--- src/rtl/phs_pkg.sv ---
package phs_pkg;

  // Increment with wrap at lim (v assumed below lim).
  function automatic logic [31:0] wrap_inc(input logic [31:0] v, input logic [31:0] lim);
    return (v + 32'd1 >= lim) ? 32'd0 : v + 32'd1;
  endfunction

  // Ring slot that lies off entries past ptr, in a ring of depth entries.
  function automatic logic [31:0] ring_slot(input logic [31:0] ptr, input logic [31:0] off,
                                            input logic [31:0] depth);
    logic [31:0] s;
    s = ptr + off;
    return (s >= depth) ? s - depth : s;
  endfunction

endpackage

--- src/rtl/phs_hist_ring.sv ---
module phs_hist_ring #(
  parameter int KEY_W = 32,
  parameter int DEPTH = 3
) (
  input  logic               clk,
  input  logic               rst_n,
  input  logic               wr_en,
  input  logic [KEY_W-1:0]   wr_key,
  output logic [DEPTH*KEY_W-1:0] rd_keys,
  output logic [DEPTH-1:0]   rd_vld
);
  localparam int PTR_W = (DEPTH > 1) ? $clog2(DEPTH) : 1;

  logic [KEY_W-1:0] mem_q [DEPTH];
  logic [DEPTH-1:0] vld_q;
  logic [PTR_W-1:0] wp_q;

  // Slot at the write pointer is the oldest entry; read oldest first.
  for (genvar i = 0; i < DEPTH; i++) begin : g_rd
    logic [31:0] slot;
    assign slot = phs_pkg::ring_slot(32'(wp_q), 32'(i), 32'(DEPTH));
    assign rd_keys[i*KEY_W +: KEY_W] = mem_q[slot[PTR_W-1:0]];
    assign rd_vld[i] = vld_q[slot[PTR_W-1:0]];
  end

  always_ff @(posedge clk or negedge rst_n) begin
    if (!rst_n) begin
      for (int i = 0; i < DEPTH; i++) mem_q[i] <= '0;
      vld_q <= '0;
      wp_q  <= '0;
    end else if (wr_en) begin
      mem_q[wp_q] <= wr_key;
      vld_q[wp_q] <= 1'b1;
      wp_q        <= PTR_W'(phs_pkg::wrap_inc(32'(wp_q), 32'(DEPTH)));
    end
  end

  // pointer moves only on a write
  p_ptr_hold_r9: assert property (@(posedge clk) disable iff (!rst_n)
    !wr_en |=> $stable(wp_q) && $stable(vld_q));

  // while filling, each write adds exactly one valid entry
  p_fill_r5: assert property (@(posedge clk) disable iff (!rst_n)
    (wr_en && !(&vld_q)) |=> $countones(vld_q) == $past($countones(vld_q)) + 1);

endmodule

--- src/rtl/phs_rr_tag.sv ---
module phs_rr_tag #(
  parameter int N_CORES = 4,
  parameter int SEQ_W   = 8
) (
  input  logic                       clk,
  input  logic                       rst_n,
  input  logic                       adv,
  output logic [$clog2(N_CORES)-1:0] core_idx,
  output logic [SEQ_W-1:0]           seq
);
  localparam int CORE_W = $clog2(N_CORES);

  logic [CORE_W-1:0] core_q;
  logic [SEQ_W-1:0]  seq_q;

  always_ff @(posedge clk or negedge rst_n) begin
    if (!rst_n) begin
      core_q <= '0;
      seq_q  <= '0;
    end else if (adv) begin
      core_q <= CORE_W'(phs_pkg::wrap_inc(32'(core_q), 32'(N_CORES)));
      seq_q  <= seq_q + SEQ_W'(1);
    end
  end

  assign core_idx = core_q;
  assign seq      = seq_q;

  // no advance without an accepted packet
  p_tag_hold_r9: assert property (@(posedge clk) disable iff (!rst_n)
    !adv |=> $stable(core_q) && $stable(seq_q));

  // index never leaves the core range
  p_core_range_r2: assert property (@(posedge clk) disable iff (!rst_n)
    32'(core_q) < N_CORES);

endmodule

--- src/rtl/phs_history_seq.sv ---
module phs_history_seq #(
  parameter int N_CORES = 4,
  parameter int PKT_W   = 64,
  parameter int KEY_W   = 32,
  parameter int KEY_LSB = 16,
  parameter int SEQ_W   = 8
) (
  input  logic                           clk,
  input  logic                           rst_n,
  input  logic                           in_valid,
  output logic                           in_ready,
  input  logic [PKT_W-1:0]               in_word,
  output logic                           out_valid,
  input  logic                           out_ready,
  output logic [PKT_W-1:0]               out_word,
  output logic [$clog2(N_CORES)-1:0]     out_core,
  output logic [KEY_W-1:0]               out_key,
  output logic [(N_CORES-1)*KEY_W-1:0]   out_hist,
  output logic [N_CORES-2:0]             out_hist_vld,
  output logic [SEQ_W-1:0]               out_seq
);
  localparam int HIST_D = N_CORES - 1;
  localparam int CORE_W = $clog2(N_CORES);

  // Named internal events
  logic                    accept;
  logic                    hold;
  logic [KEY_W-1:0]        key_now;
  logic [HIST_D*KEY_W-1:0] ring_keys;
  logic [HIST_D-1:0]       ring_vld;
  logic [CORE_W-1:0]       core_now;
  logic [SEQ_W-1:0]        seq_now;

  logic                    ov_q;
  logic [PKT_W-1:0]        word_q;
  logic [KEY_W-1:0]        key_q;
  logic [HIST_D*KEY_W-1:0] hist_q;
  logic [HIST_D-1:0]       hvld_q;
  logic [CORE_W-1:0]       core_q;
  logic [SEQ_W-1:0]        seq_q;

  assign hold     = ov_q && !out_ready;
  assign in_ready = !hold;
  assign accept   = in_valid && in_ready;
  assign key_now  = in_word[KEY_LSB +: KEY_W];

  phs_hist_ring #(.KEY_W(KEY_W), .DEPTH(HIST_D)) u_ring (
    .clk     (clk),
    .rst_n   (rst_n),
    .wr_en   (accept),
    .wr_key  (key_now),
    .rd_keys (ring_keys),
    .rd_vld  (ring_vld)
  );

  phs_rr_tag #(.N_CORES(N_CORES), .SEQ_W(SEQ_W)) u_tag (
    .clk      (clk),
    .rst_n    (rst_n),
    .adv      (accept),
    .core_idx (core_now),
    .seq      (seq_now)
  );

  always_ff @(posedge clk or negedge rst_n) begin
    if (!rst_n) begin
      ov_q   <= 1'b0;
      word_q <= '0;
      key_q  <= '0;
      hist_q <= '0;
      hvld_q <= '0;
      core_q <= '0;
      seq_q  <= '0;
    end else if (accept) begin
      ov_q   <= 1'b1;
      word_q <= in_word;
      key_q  <= key_now;
      hist_q <= ring_keys;
      hvld_q <= ring_vld;
      core_q <= core_now;
      seq_q  <= seq_now;
    end else if (out_ready) begin
      ov_q <= 1'b0;
    end
  end

  assign out_valid    = ov_q;
  assign out_word     = word_q;
  assign out_key      = key_q;
  assign out_hist     = hist_q;
  assign out_hist_vld = hvld_q;
  assign out_core     = core_q;
  assign out_seq      = seq_q;

  // a refused output stays frozen
  p_hold_r7: assert property (@(posedge clk) disable iff (!rst_n)
    (ov_q && !out_ready) |=> ov_q && $stable(word_q) && $stable(hist_q)
                             && $stable(core_q) && $stable(seq_q));

  // newest history slot is the previous packet's key
  p_newest_r4: assert property (@(posedge clk) disable iff (!rst_n)
    (accept && ov_q) |=> hist_q[(HIST_D-1)*KEY_W +: KEY_W] == $past(key_q)
                         && hvld_q[HIST_D-1]);

  // consecutive packets have consecutive sequence numbers
  p_seq_step_r8: assert property (@(posedge clk) disable iff (!rst_n)
    (accept && ov_q) |=> seq_q == SEQ_W'($past(seq_q) + SEQ_W'(1)));

  // consecutive packets go to consecutive cores
  p_core_step_r2: assert property (@(posedge clk) disable iff (!rst_n)
    (accept && ov_q) |=> 32'(core_q) == phs_pkg::wrap_inc(32'($past(core_q)), 32'(N_CORES)));

endmodule

--- config.mk ---
export PLATFORM = sky130hd
export DESIGN_NAME = phs_history_seq
export DESIGN_NICKNAME = d
export VERILOG_FILES = /design/src/rtl/phs_pkg.sv /design/src/rtl/phs_hist_ring.sv /design/src/rtl/phs_rr_tag.sv /design/src/rtl/phs_history_seq.sv
export SDC_FILE = /design/constraint.sdc
export NUM_CORES = 1
export LEC_CHECK = 0
export CAP_MARGIN = 40
export CORE_ASPECT_RATIO = 0.6
export CORE_MARGIN = 4
export CORE_UTILIZATION = 35
export DETAILED_ROUTE_END_ITERATION = 8
export PLACE_DENSITY = 0.63
export SKIP_LAST_GASP = 1
export SYNTH_ARGS = -nofsm -noshare
export SYNTH_HDL_FRONTEND = slang
export SYNTH_HIERARCHICAL = 1
export SYNTH_SLANG_ARGS = --single-unit
--- constraint.sdc ---
create_clock -name clk -period 5.6 [get_ports clk]
set_input_delay 0.84 -clock clk [delete_from_list [all_inputs] [get_ports clk]]
set_output_delay 0.84 -clock clk [all_outputs]
set_load 0.01 [all_outputs]
==> summary.txt <==
GRT
  • GRT overflow: 0
  • First-pass GRT wire length: approximately 54000 um
  • Vias in the first global route: between 8000 and 9000
  • Met1 global-route usage: a little under a quarter
  • Grt met3 use: 3.683%
  • Largest net degree at the start of global routing: approximately 120
  • Top Usage Layer GRT: met2
  • GRT Total Usage: between 15 and 20%
  • Met2 usage: a little under a quarter
  • Initial antenna violation count: 1

Power and ir drop
  • P per Cell Area: between 500 and 600 nW/um2
  • Final Total Pwr: ~10 mW
  • VDD IR max: ~350 uV
  • Leakage: between 7 and 8 nW

CTS
  • Longest Clk Path Bufs: 3
  • Setup bufs post-CTS: 0
  • Clock Sinks: around 290
  • CTS tree: yes
  • Hold_buf cts: 0
  • Post_cts resized: 0
  • Clk slew on worst S/H paths: roughly 0.06 ns
  • Worst-Skew Late Latency: 0.58 ns
  • Clock root cell: clkbuf_16
  • # H-tree levels: 1
  • Num CTS Buffers: 30

Floorplanning
  • Standard-cell rows: 56
  • Die Width: 268.5 um
  • Area of the die: roughly 44000 um2
  • Starting Density: between 30% and 40%
  • I/O Pins: around 280
  • Core area: approximately 40000 um2
  • Die Y: about 160 um

Place
  • Dpl hpwl: 22750 um
  • I/O Buffers: between 200 and 300
  • Placer Congestion: 0.7039
  • Place WS: between 2 and 2.5 ns

Timing
  • RSZ-0062 raised after global routing: no
  • Achievable clock frequency: 356.0 MHz
  • Hold WS: ~0.17 ns
  • Worst clock skew: approximately 0.027 ns
  • Slew Limit Headroom: 40.81%
  • Fin. Hold Viols: 0
  • Final Slew Violations: 0
  • Min cycle time layout: ~2.8 ns
  • Slew @ Worst Pin: 0.8879 ns
  • Setup TNS: 0 ns
  • Endpoints failing setup: 0
  • Final period util: approximately half
  • Worst setup margin: about 2.8 ns

Yosys
  • Post-synthesis cell count: between 900 and 1000
  • Async S/R FF share, synth: 100.0%
  • Top-count cell post-synth: dfrtp_1
  • Seq cells post-synth: about 290
  • Top FF cell, synth: dfrtp_1
  • Post-synth EDFFs: 0
  • Synth top area share: about 50%
  • Commonest cells post-synth: dfrtp_1, mux2_4, mux2_2
  • Yosys cell types: 29
  • Synth warn: 6
  • Mean Syn Cell Area: between 10 and 15 um2
  • Area leader, netlist: dfrtp_1
  • Register area share after synthesis: between 50% and 60%
  • Net Count, Synth: 1029
  • Area contributors post-synth: dfrtp_1, mux2_4, mux2_2
  • Synth Cell Area: about 14000 um2

Setup path
  • Critical path, cell by cell: clkdlybuf4s50_1 > nand2b_4 > and2_4 > buf_4 > mux2_2
  • Critical path data arrival time: 3.25 ns
  • CP max FO: 42
  • CP Capture Type: flip-flop
  • Max stage delay on crit path: 0.76 ns
  • Family with the most delay on the worst path: buffers and inverters
  • CP Launch Type: input pin
  • WS Path Type: input pin to flip-flop
  • CP required: roughly 6.0 ns
  • Buffers & Inverters on Critical Path: 2
  • Slowest-stage cell, CP: buf_4

Flow run
  • Max Cap Viol: 0

Routing
  • DR pass1 iterations: 4
  • Total wire length: ~35000 um
  • Residual DRC: 0
  • ANT nets after route: 0
  • Vias per cell: 4.882
  • WL/cell: ~20 um
  • Vias: ~8400
  • 1st-iter DRT viols: 428

Cells and area
  • Fillcell total: approximately 3500
  • Final #Nets: 1253
  • Inserted Diodes: 0
  • Synthesis-to-layout area growth: 26.42%
  • Share of cells above drive strength 1: between 30% and 40%
  • Core Util, Final: between 40% and 50%

Hold path
  • Hold Crit Class: input pin to async pin

Outcome
  • Status: completed
[area by class of cell]
class / count / area (um2) / share of cell area (%)
Inverter: 2 / 7.507 / 0.04166
Sequential cell: 285 / 7132 / 39.58
Tap cell: 522 / 653.1 / 3.624
Multi-Input combinational cell: 570 / 6265 / 34.77
Timing Repair Buffer: 289 / 2983 / 16.55
Clock inverter: 18 / 172.7 / 0.9582
Clock buffer: 37 / 807.0 / 4.479
[where the power goes]
part | leakage [nW] | internal (mW) | total (mW) | switching, mW
registers | 3.42 | 2.90 | 3.60 | 0.696
logic | 3.87 | 2.85 | 4.80 | 1.95
clock network | 0.476 | 1.12 | 1.99 | 0.871
total | 7.77 | 6.87 | 10.4 | 3.52
[registers in the layout, indices dropped and copies added, names as in the netlist]
name,cells
u_ring/mem_q,96
out_valid,1
out_hist_vld,3
u_ring/wp_q,2
out_core,2
out_seq,8
out_word,64
u_ring/vld_q,3
u_tag/seq,8
out_hist,96
u_tag/core_idx,2
[path summary, 6_finish.rpt]
kind | from | to | slack [ns] | cells after the start
worst max-delay path | out_ready | out_word[29] | 2.79 | 5
worst min-delay path | rst_n | u_ring/mem_q[84] | 0.17 | 1
worst max register to register | u_ring/wp_q[1] | out_hist[52] | 2.80 | 6
worst min register to register | u_tag/seq[7] | u_tag/seq[7] | 0.46 | 1
max in group asynchronous | rst_n | out_seq[1] | 4.37 | 2
min in group clk | u_tag/seq[7] | u_tag/seq[7] | 0.46 | 1
[layout by cell type, fill, tap and decap left out, types with 4 or more instances in the layout]
master | synthesis | layout
mux2i_1 | 95 | 95
nand3b_1 | 31 | 31
nand2b_1 | 35 | 35
o21ai_0 | 33 | 33
buf_4 | 36 | 7
xnor2_1 | 4 | 4
clkinv_2 | 0 | 8
nor2_1 | 4 | 4
clkbuf_16 | 0 | 30
mux2_4 | 160 | 160
mux2_2 | 144 | 144
clkdlybuf4s50_1 | 0 | 273
clkinvlp_4 | 0 | 4
dfrtp_1 | 285 | 285
buf_12 | 11 | 5
a22o_1 | 35 | 35
clkbuf_1 | 14 | 4
[cells by family (layout without fill, tap and decap cells)]
| family | count (synthesis) | after routing | synth area share [%] |
|---|---|---|---|
| and+or+nand+nor | 84 | 84 | 4.038 |
| xor gates and xnor gates | 7 | 7 | 0.4301 |
| buffers and inverters | 99 | 346 | 6.311 |
| DFF | 285 | 285 | 50.04 |
| adders and majority gates | 7 | 7 | 0.6144 |
| muxes | 402 | 402 | 35.14 |
| AOI/OAI and AO/OA | 70 | 70 | 3.432 |
[per-stage QoR]
step,instance area [um2],cells
floorplan,14250,954
global placement,16900,1662
detailed placement,17040,1668
CTS,18020,1723
global route,18020,1723
finish,18020,1723
[per-layer routing]
metal / vias up / share of wire, %
li1: 3852 / -
met1: 4315 / 49
met2: 195 / 44
met3: 47 / 5.7
met4: 2 / 1.7
met5: - / 0.037
Note: power is estimated with default switching activity, not from simulation.
